**src/rtl/lrs_pkg.sv**
```systemverilog
package lrs_pkg;
  typedef enum logic [1:0] {
    ST_SETTLE = 2'd0,
    ST_WAIT   = 2'd1,
    ST_RUN    = 2'd2
  } seq_state_e;

  function automatic int unsigned max_u(input int unsigned a, input int unsigned b);
    return (a > b) ? a : b;
  endfunction
endpackage

```
**src/rtl/lrs_rst_sync.sv**
```systemverilog
// Reset bridge: asserts asynchronously, releases after STAGES clock edges.
module lrs_rst_sync #(
  parameter int unsigned STAGES = 2
) (
  input  logic clk,
  input  logic arst_req_n,
  output logic rst_n
);
  logic [STAGES-1:0] chain_q;
  logic [STAGES-1:0] chain_d;

  generate
    if (STAGES == 1) begin : g_one
      assign chain_d = 1'b1;
    end else begin : g_many
      assign chain_d = {chain_q[STAGES-2:0], 1'b1};
    end
  endgenerate

  always_ff @(posedge clk or negedge arst_req_n) begin
    if (!arst_req_n) chain_q <= '0;
    else             chain_q <= chain_d;
  end

  assign rst_n = chain_q[STAGES-1];
endmodule

```
**src/rtl/lrs_sync.sv**
```systemverilog
// Multi-bit level synchroniser, each bit independent.
module lrs_sync #(
  parameter int unsigned W      = 2,
  parameter int unsigned STAGES = 2
) (
  input  logic         clk,
  input  logic         rst_n,
  input  logic [W-1:0] d_async,
  output logic [W-1:0] q_sync
);
  logic [W-1:0] stage_q [STAGES];

  always_ff @(posedge clk or negedge rst_n) begin
    if (!rst_n) stage_q[0] <= '0;
    else        stage_q[0] <= d_async;
  end

  for (genvar s = 1; s < STAGES; s++) begin : g_stage
    always_ff @(posedge clk or negedge rst_n) begin
      if (!rst_n) stage_q[s] <= '0;
      else        stage_q[s] <= stage_q[s-1];
    end
  end

  assign q_sync = stage_q[STAGES-1];
endmodule

```
**src/rtl/lrs_lock_filter.sv**
```systemverilog
// Per-flag qualification: the flag must stay high QUAL_CYC cycles in a row.
module lrs_lock_filter #(
  parameter int unsigned QUAL_CYC = 8
) (
  input  logic clk,
  input  logic rst_n,
  input  logic clr,
  input  logic lock_s,
  output logic qual
);
  localparam int unsigned CW = $clog2(QUAL_CYC + 1);
  localparam logic [CW-1:0] QUAL_LIM = CW'(QUAL_CYC);

  logic [CW-1:0] cnt_q;
  logic [CW-1:0] cnt_d;
  logic          cnt_en;

  always_comb begin
    cnt_en = 1'b0;
    cnt_d  = cnt_q;
    if (clr || !lock_s) begin
      cnt_en = 1'b1;
      cnt_d  = '0;
    end else if (cnt_q != QUAL_LIM) begin
      cnt_en = 1'b1;
      cnt_d  = cnt_q + 1'b1;
    end
  end

  always_ff @(posedge clk or negedge rst_n) begin
    if (!rst_n)      cnt_q <= '0;
    else if (cnt_en) cnt_q <= cnt_d;
  end

  assign qual = (cnt_q == QUAL_LIM);


  qual_rise_chk: assert property (@(posedge clk) disable iff (!rst_n)
    $rose(qual) |-> ($past(lock_s) && !$past(clr)));


  qual_drop_chk: assert property (@(posedge clk) disable iff (!rst_n)
    (qual && !lock_s) |=> !qual);


  no_overflow_chk: assert property (@(posedge clk) disable iff (!rst_n)
    cnt_q <= QUAL_LIM);
endmodule

```
**src/rtl/lrs_seq_fsm.sv**
```systemverilog
// Settle / wait-for-lock / run sequencer with a timeout fallback.
module lrs_seq_fsm
  import lrs_pkg::*;
#(
  parameter int unsigned SETTLE_CYC  = 16,
  parameter int unsigned TIMEOUT_CYC = 40
) (
  input  logic clk,
  input  logic rst_n,
  input  logic timeout_mode,
  input  logic all_qual,
  output logic cm_rst,
  output logic sys_rst_n
);
  localparam int unsigned MAXC = max_u(SETTLE_CYC, TIMEOUT_CYC);
  localparam int unsigned CW   = $clog2(MAXC + 1);
  localparam logic [CW-1:0] SETTLE_LAST  = CW'(SETTLE_CYC - 1);
  localparam logic [CW-1:0] TIMEOUT_LAST = CW'(TIMEOUT_CYC - 1);

  seq_state_e    state_q, state_d;
  logic [CW-1:0] cnt_q, cnt_d;
  logic          cm_rst_q, cm_rst_d;
  logic          sys_q, sys_d;

  always_comb begin
    state_d = state_q;
    cnt_d   = cnt_q;
    unique case (state_q)
      ST_SETTLE: begin
        if (cnt_q == SETTLE_LAST) begin
          state_d = ST_WAIT;
          cnt_d   = '0;
        end else begin
          cnt_d = cnt_q + 1'b1;
        end
      end
      ST_WAIT: begin
        if (timeout_mode) begin
          if (cnt_q == TIMEOUT_LAST) begin
            state_d = ST_RUN;
            cnt_d   = '0;
          end else begin
            cnt_d = cnt_q + 1'b1;
          end
        end else if (all_qual) begin
          state_d = ST_RUN;
          cnt_d   = '0;
        end
      end
      ST_RUN: begin
        if (!timeout_mode && !all_qual) begin
          state_d = ST_WAIT;
          cnt_d   = '0;
        end
      end
      default: begin
        state_d = ST_SETTLE;
        cnt_d   = '0;
      end
    endcase
    cm_rst_d = (state_d == ST_SETTLE);
    sys_d    = (state_d == ST_RUN);
  end

  always_ff @(posedge clk or negedge rst_n) begin
    if (!rst_n) begin
      state_q  <= ST_SETTLE;
      cnt_q    <= '0;
      cm_rst_q <= 1'b1;
      sys_q    <= 1'b0;
    end else begin
      state_q  <= state_d;
      cnt_q    <= cnt_d;
      cm_rst_q <= cm_rst_d;
      sys_q    <= sys_d;
    end
  end

  assign cm_rst    = cm_rst_q;
  assign sys_rst_n = sys_q;


  lock_release_chk: assert property (@(posedge clk) disable iff (!rst_n)
    (sys_q && !timeout_mode) |-> $past(all_qual));


  settle_hold_chk: assert property (@(posedge clk) disable iff (!rst_n)
    $rose(sys_q) |-> (!cm_rst_q && $past(!cm_rst_q)));
endmodule

```
**src/rtl/lock_reset_seq.sv**
```systemverilog
module lock_reset_seq #(
  parameter int unsigned N_LOCK      = 2,
  parameter int unsigned SETTLE_CYC  = 16,
  parameter int unsigned QUAL_CYC    = 8,
  parameter int unsigned TIMEOUT_CYC = 40
) (
  input  logic              ref_clk,
  input  logic              ext_rst_n,
  input  logic              timeout_mode,
  input  logic [N_LOCK-1:0] lock_in,
  output logic              cm_rst,
  output logic              sys_rst_n,
  output logic [N_LOCK-1:0] lock_qual
);
  localparam int unsigned SYNC_STAGES = 2;

  logic              rst_n_i;
  logic [N_LOCK-1:0] lock_s;
  logic [N_LOCK-1:0] qual_v;
  logic              cm_rst_i;

  lrs_rst_sync #(.STAGES(SYNC_STAGES)) u_rst_sync (
    .clk        (ref_clk),
    .arst_req_n (ext_rst_n),
    .rst_n      (rst_n_i)
  );

  lrs_sync #(.W(N_LOCK), .STAGES(SYNC_STAGES)) u_lock_sync (
    .clk     (ref_clk),
    .rst_n   (rst_n_i),
    .d_async (lock_in),
    .q_sync  (lock_s)
  );

  for (genvar i = 0; i < N_LOCK; i++) begin : g_filt
    lrs_lock_filter #(.QUAL_CYC(QUAL_CYC)) u_filt (
      .clk    (ref_clk),
      .rst_n  (rst_n_i),
      .clr    (cm_rst_i),
      .lock_s (lock_s[i]),
      .qual   (qual_v[i])
    );
  end

  lrs_seq_fsm #(.SETTLE_CYC(SETTLE_CYC), .TIMEOUT_CYC(TIMEOUT_CYC)) u_fsm (
    .clk          (ref_clk),
    .rst_n        (rst_n_i),
    .timeout_mode (timeout_mode),
    .all_qual     (&qual_v),
    .cm_rst       (cm_rst_i),
    .sys_rst_n    (sys_rst_n)
  );

  assign cm_rst    = cm_rst_i;
  assign lock_qual = qual_v;
endmodule

```
**config.mk**
```make
export PLATFORM = sky130hd
export DESIGN_NAME = lock_reset_seq
export DESIGN_NICKNAME = d
export VERILOG_FILES = /design/src/rtl/lrs_pkg.sv /design/src/rtl/lrs_rst_sync.sv /design/src/rtl/lrs_sync.sv /design/src/rtl/lrs_lock_filter.sv /design/src/rtl/lrs_seq_fsm.sv /design/src/rtl/lock_reset_seq.sv
export SDC_FILE = /design/constraint.sdc
export NUM_CORES = 1
export LEC_CHECK = 0
export BUFFER_PORTS_ARGS = -buffer_cell sky130_fd_sc_hd__buf_2
export CORE_MARGIN = 3
export CORE_UTILIZATION = 55
export DETAILED_ROUTE_END_ITERATION = 12
export GPL_TIMING_DRIVEN = 1
export PLACE_DENSITY_LB_ADDON = 0.08
export SLEW_MARGIN = 10
export SYNTH_ARGS = -nofsm -noshare
export SYNTH_HDL_FRONTEND = slang
export SYNTH_SLANG_ARGS = --single-unit
```
**constraint.sdc**
```tcl
create_clock -name ref_clk -period 1.9 [get_ports ref_clk]
set_input_delay 0.19 -clock ref_clk [delete_from_list [all_inputs] [get_ports ref_clk]]
set_output_delay 0.19 -clock ref_clk [all_outputs]
set_load 0.02 [all_outputs]
```
======== Yosys cells after proc, flatten, opt, wreduce, memory -nomap -nowiden ========
Cells that the tools add are included.
storage, ports and cells
  logic and storage cells ................. 58
  flip-flop bits (word level) ............. 24
cells by class
  mux-type cells .......................... 20
  reduce and logical (&&, ||, !) cells .... 15
  eq/ne operators ......................... 11
  add/sub/neg operators ................... 3
operator list
  operator                                                          number
  6-bit two-way mux                                                 5
  6-bit case mux with 3 select lines                                1
  4-bit two-way mux                                                 4
  2-bit two-way mux                                                 5
  4-bit by 1-bit adder with 4-bit output (second input constant)    2
  4-bit == test (second input constant)                             2
  4-bit != test (second input constant)                             2
  2-bit AND reduction                                               4
  6-bit by 1-bit adder with 6-bit output (second input constant)    1
  6-bit by 4-bit == test with 1-bit output (second input constant)  1
  6-bit == test (second input constant)                             1
  2-bit case mux with 3 select lines                                1
  2-bit == test (second input constant)                             2
  1-bit zero test                                                   4
  2-bit zero test                                                   2
  1-bit two-way mux                                                 4
  2-bit nonzero test                                                2
  3-bit by 2-bit != test with 1-bit output (second input constant)  1
  2-bit by 1-bit == test with 1-bit output (second input constant)  1
  1-bit logical OR                                                  2
  2-bit by 1-bit != test with 1-bit output (second input constant)  1
  1-bit logical AND                                                 1

======== Longest topological paths before layout ========
  depth in word-level cells ............... 7
  depth in mapped cells ................... 7
  mapped depth without buffers ............ 7

======== Modules after synthesis ========
From an unflattened synthesis, not the netlist that was laid out.
second synthesis, totals
  cell total of the unflattened synthesis .. 109
  area total of the unflattened synthesis .. 1,267.5 µm²
modules (own cells, without submodules)
  module           seq. area each (µm²)  cells each  area each (µm²)  times used
  lrs_seq_fsm      251.5                 55          556.8            1
  lrs_lock_filter  100.1                 22          267.8            2
  lrs_sync         100.1                 6           115.1            1
  lrs_rst_sync     50.0                  3           53.8             1
  lock_reset_seq   0.0                   1           6.3              1

======== Worst setup path after synthesis ========
OpenSTA, ideal clock, no wires.
  path kind ............................... register -> register
  start point ............................. reg g_filt[0].u_filt.cnt_q[0]
  end point ............................... reg u_fsm.cnt_q[2]
  cell stages (with the launch flop) ...... 8
  library setup time ...................... 0.129 ns
  slack ................................... 0.271 ns
  required time ........................... 1.771 ns
  buffers on the path ..................... 0
  arrival ................................. 1.500 ns
  cells stage by stage .................... dfrtp_1 > inv_1 > ha_1 > nand3b_4 > o21ai_2 > mux2_4 > o21ai_0 > o21ai_0
between the ends
  longest elaborated chain between the ends .. 6
  elaborated cells between the ends (all ways) .. 7
  classes of those cells .................. eq/ne (3); reduce/logical (4)
RTL lines
  what                                                RTL line               source
  from (decl)                                         lrs_lock_filter.sv:14  logic [CW-1:0] cnt_q;
  from (signal assigned)                              lrs_lock_filter.sv:32  else if (cnt_en) cnt_q <= cnt_d;
  4-bit == test (*)                                   lrs_lock_filter.sv:35  assign qual = (cnt_q == QUAL_LIM);
  2-bit AND reduction (*)                             lock_reset_seq.sv:49   .all_qual (&qual_v),
  1-bit zero test                                     lrs_seq_fsm.sv:51      if (!timeout_mode && !all_qual) begin
  1-bit logical AND                                   lrs_seq_fsm.sv:51
  2-bit by 1-bit != test with 1-bit output (no line)  -
  2-bit AND reduction (no line) (*)                   -
  to (signal assigned)                                lrs_seq_fsm.sv:73      cnt_q <= cnt_d;
  to (decl)                                           lrs_seq_fsm.sv:21      logic [CW-1:0] cnt_q, cnt_d;
Mark *: on every way between the ends. The rest lies on a longest branch, timed or not.
A chain may end at the register's enable or synchronous reset.

======== Worst setup path in the final report ========
Same ends and word-level chain as after synthesis.

==> flow_metrics.env <==
export IMPL_synthCells=114
export IMPL_dr_first_iter_drc_count=15
export IMPL_timing_rr_start="g_filt[0].u_filt.cnt_q[0]$_DFFE_PN0P_"
export IMPL_nNetsFinal=137
export IMPL_rows=16
export IMPL_globalplace_congestion=0.7961
export IMPL_drv_cap=0
export IMPL_drive_above_1_share_pct=21.43
export IMPL_drv_slew=0
export IMPL_diodes=0
export IMPL_die_area_mm2=0.002806
export IMPL_hp_class="input pin to flop"
export IMPL_ys_warn_count=0
export IMPL_cts_tree="yes"
export IMPL_antenna_found_initial=0
export IMPL_die_x_um=52.98
export IMPL_slowest_delay_ps=450
export IMPL_cts_clk_slew_worst_paths_ps=130
export IMPL_wl_met1_um=982
export IMPL_synth_top_cells_by_area="dfrtp_1 (47%), ha_1 (5.2%), nand3b_4 (3.3%), inv_1 (3.1%), o21ai_0 (2.9%)"
export IMPL_syn_area_per_cell_um2=10.65
export IMPL_cpMaxStageDelayCell="dfrtp_1"
export IMPL_async_flop_share_pct=100.0
export IMPL_synth_edff_count=0
export IMPL_synthDominantCellAreaShare_pct=47.42
export IMPL_worstSetupStartpoint="g_filt[0].u_filt.cnt_q[0]$_DFFE_PN0P_"
export IMPL_yosysTopAreaCell="dfrtp_1"
export IMPL_cts_made_buffers=3
export IMPL_clock_tree_root_cell="clkbuf_4"
export IMPL_max_slew_margin_pct=66.55
export IMPL_power_density_mw_per_mm2=1151
export IMPL_arrival_ps=1980
export IMPL_drc_errors=0
export IMPL_required_ps=2100
export IMPL_tightestPinTransition_ps=501.8
export IMPL_path_max_fanout=5
export IMPL_grt_total_usage_pct=17.22
export IMPL_met3_length_um=82
export IMPL_path_class="flop to flop"
export IMPL_worst_path_buf_inv=1
export IMPL_grt_max_degree=15
export IMPL_leakagePower_nw=0.6379
export IMPL_cts_sinks=24
export IMPL_filler_cell_count=161
export IMPL_synth_area_mm2=0.001214
export IMPL_synth_fp_nets=124
export IMPL_clock_latency_ps=310
export IMPL_antenna_left=0
export IMPL_crit_top_cell="o21ai_0"
export IMPL_p_total_w=0.001549
export IMPL_initial_core_util_pct=60.02
export IMPL_port_buffers=8
export IMPL_drtPass1Iterations=4
export IMPL_routed_wl_um=2022
export IMPL_htree_num_levels=1
export IMPL_grt_pass1_wl_um=3387
export IMPL_min_period_over_period_pct=93.79
export IMPL_skew_ps=8.760
export IMPL_wl_per_cell_um=13.22
export IMPL_route_met2_wl_um=944
export IMPL_top_layer="met4"
export IMPL_min_delay_start="timeout_mode"
export IMPL_yosys_register_bits=24
export IMPL_rsz0062_at_grt="false"
export IMPL_endpoint_kind="flop"
export IMPL_setup_tns_ps=0
export IMPL_status="finished clean"
export IMPL_cp_depth=7
export IMPL_hold_path_cell_count=3
export IMPL_overflow=0
export IMPL_path_delay_family="compound AO/OA/AOI/OAI gates"
export IMPL_netlist_cell_type_count=40
export IMPL_vias_per_cell=5.229
export IMPL_final_min_clock_period_ps=1782
export IMPL_pin_count=9
export IMPL_hold_violations=0
export IMPL_core_area_mm2=0.002022
export IMPL_die_h_um=52.98
export IMPL_vias=800
export IMPL_peakVddDrop_uv=938.0
export IMPL_area_growth_syn_to_layout_pct=10.93
export IMPL_synth_ff_type="dfrtp_1"
export IMPL_setup_viol=0
export IMPL_dp_hpwl_um=1508
export IMPL_path_cells="inv_1 -> ha_1 -> nand3b_4 -> o21ai_2 -> mux2_4 -> o21ai_0 -> o21ai_0"
export IMPL_grt_pass1_vias=763
export IMPL_r2r_cells=7
export IMPL_startpoint_type="flop"
export IMPL_cts_buffer_depth=2
export IMPL_seq_area_frac_synth_pct=49.59
export IMPL_clock_fmax_mhz=561.2
-- Yosys cell counts (2+ instances only) --
cell and n:
nand3b_4 2, a21oi_1 4, nand3_1 5, nor3_1 2, o21ai_0 7, o21ai_1 2, xor2_1 3, xnor2_1 4
nor2_1 9, buf_4 2, ha_1 5, nand2_1 8, nand2b_1 2, a21o_1 2, inv_1 10, dfrtp_1 23
-- metrics by stage --
| stage | cells | hold slack (ps) | utilization [%] | area (µm²) | setup WS [ps] |
|---|---|---|---|---|---|
| finish | 153 | 156.8 | 66.58 | 1346 | 117.9 |
| global route | 153 | 156.7 | 66.58 | 1346 | 19.95 |
| CTS | 153 | 141.0 | 66.58 | 1346 | 109.0 |
| detailed placement | 146 | -23.09 | 62.50 | 1264 | 135.4 |
| global placement | 146 | -24.61 | 62.50 | 1264 | 219.0 |
| floorplan | 114 | -105.6 | - | 1214 | 270.6 |
-- registers in the layout (all words and copies together), names as in the netlist --
signal	cells
u_fsm.cm_rst	1
g_filt.u_filt.cnt_q	8
u_rst_sync.chain_q	2
u_fsm.state_q	2
u_fsm.sys_rst_n	1
u_lock_sync.q_sync	2
u_lock_sync.stage_q	2
u_fsm.cnt_q	6
-- layout by cell type, fill, tap and decap left out, types with 2 or more instances in the layout --
cell type,instances
dfrtp_1,23
nand3b_4,2
nor2_1,9
nand3_1,5
inv_1,10
buf_2,8
o21ai_0,7
nand2b_1,2
nand2_1,8
a21o_1,2
ha_1,5
xnor2_1,4
xor2_1,3
o21ai_1,2
nor3_1,2
a21oi_1,4
dlygate4sd3_1,3
clkbuf_4,3
-- power breakdown --
group	switching, W	internal, W	total [W]
combinational	0.000249	0.000203	0.000452
clock	0.000141	0.000213	0.000354
sequential	0.000128	0.000615	0.000743
-- worst register-to-register path, stage by stage, from the launching register on --
cell and delay, ps:
dfrtp_1 450, inv_1 80, ha_1 190, nand3b_4 120, o21ai_2 230, mux2_4 350
o21ai_0 150, o21ai_0 100
-- path summary, 6_finish.rpt --
check / to / slack [ps]
setup / recovery: u_fsm.cnt_q[2]$_DFFE_PN0P_ / 120
hold / removal: u_fsm.cnt_q[3]$_DFFE_PN0P_ / 160
setup reg to reg: u_fsm.cnt_q[2]$_DFFE_PN0P_ / 120
hold reg to reg: u_fsm.cnt_q[0]$_DFFE_PN0P_ / 210
max in group asynchronous: u_fsm.state_q[0]$_DFF_PN0_ / 1190
min in group asynchronous: u_rst_sync.chain_q[0]$_DFF_PN0_ / 180
-- metal layers --
layer,track usage (%),vias up
met5,0,-
met4,4.681,0
met3,5.915,2
met2,27.48,16
met1,22.12,370
li1,-,412
-- kinds of logic (layout without fill, tap and decap cells) --
logic type | after synthesis | count (layout) | share of synthesized area [%]
other | 1 | 1 | 0.3090
XOR/XNOR | 7 | 7 | 5.052
AND/OR/NAND/NOR | 37 | 37 | 18.66
flip-flops | 24 | 24 | 49.59
AO/OA/AOI/OAI | 25 | 25 | 14.33
adder cells (fa/ha/maj) | 5 | 5 | 5.155
multiplexers | 1 | 1 | 1.237
buffers and inverters | 14 | 26 | 5.670
-- repair_timing --
item                                   4_1_cts  5_1_grt
endpoints found under the hold margin        4        0
setup buffers                                0        0
hold buffers                                 3        0
resized for setup                            0        0
-- cell type report --
type                    count  area (µm²)  share of cell area [%]
flip-flops and latches     24       601.8                   44.70
multi-input cells          76       543.0                   40.33
repair buffers             12       77.57                   5.762
inverters                  10       37.54                   2.788
well taps                  27       33.78                   2.509
clock inverters             1       30.03                   2.230
clock buffers               3       22.52                   1.673
Power figures use the tool's default switching activity.
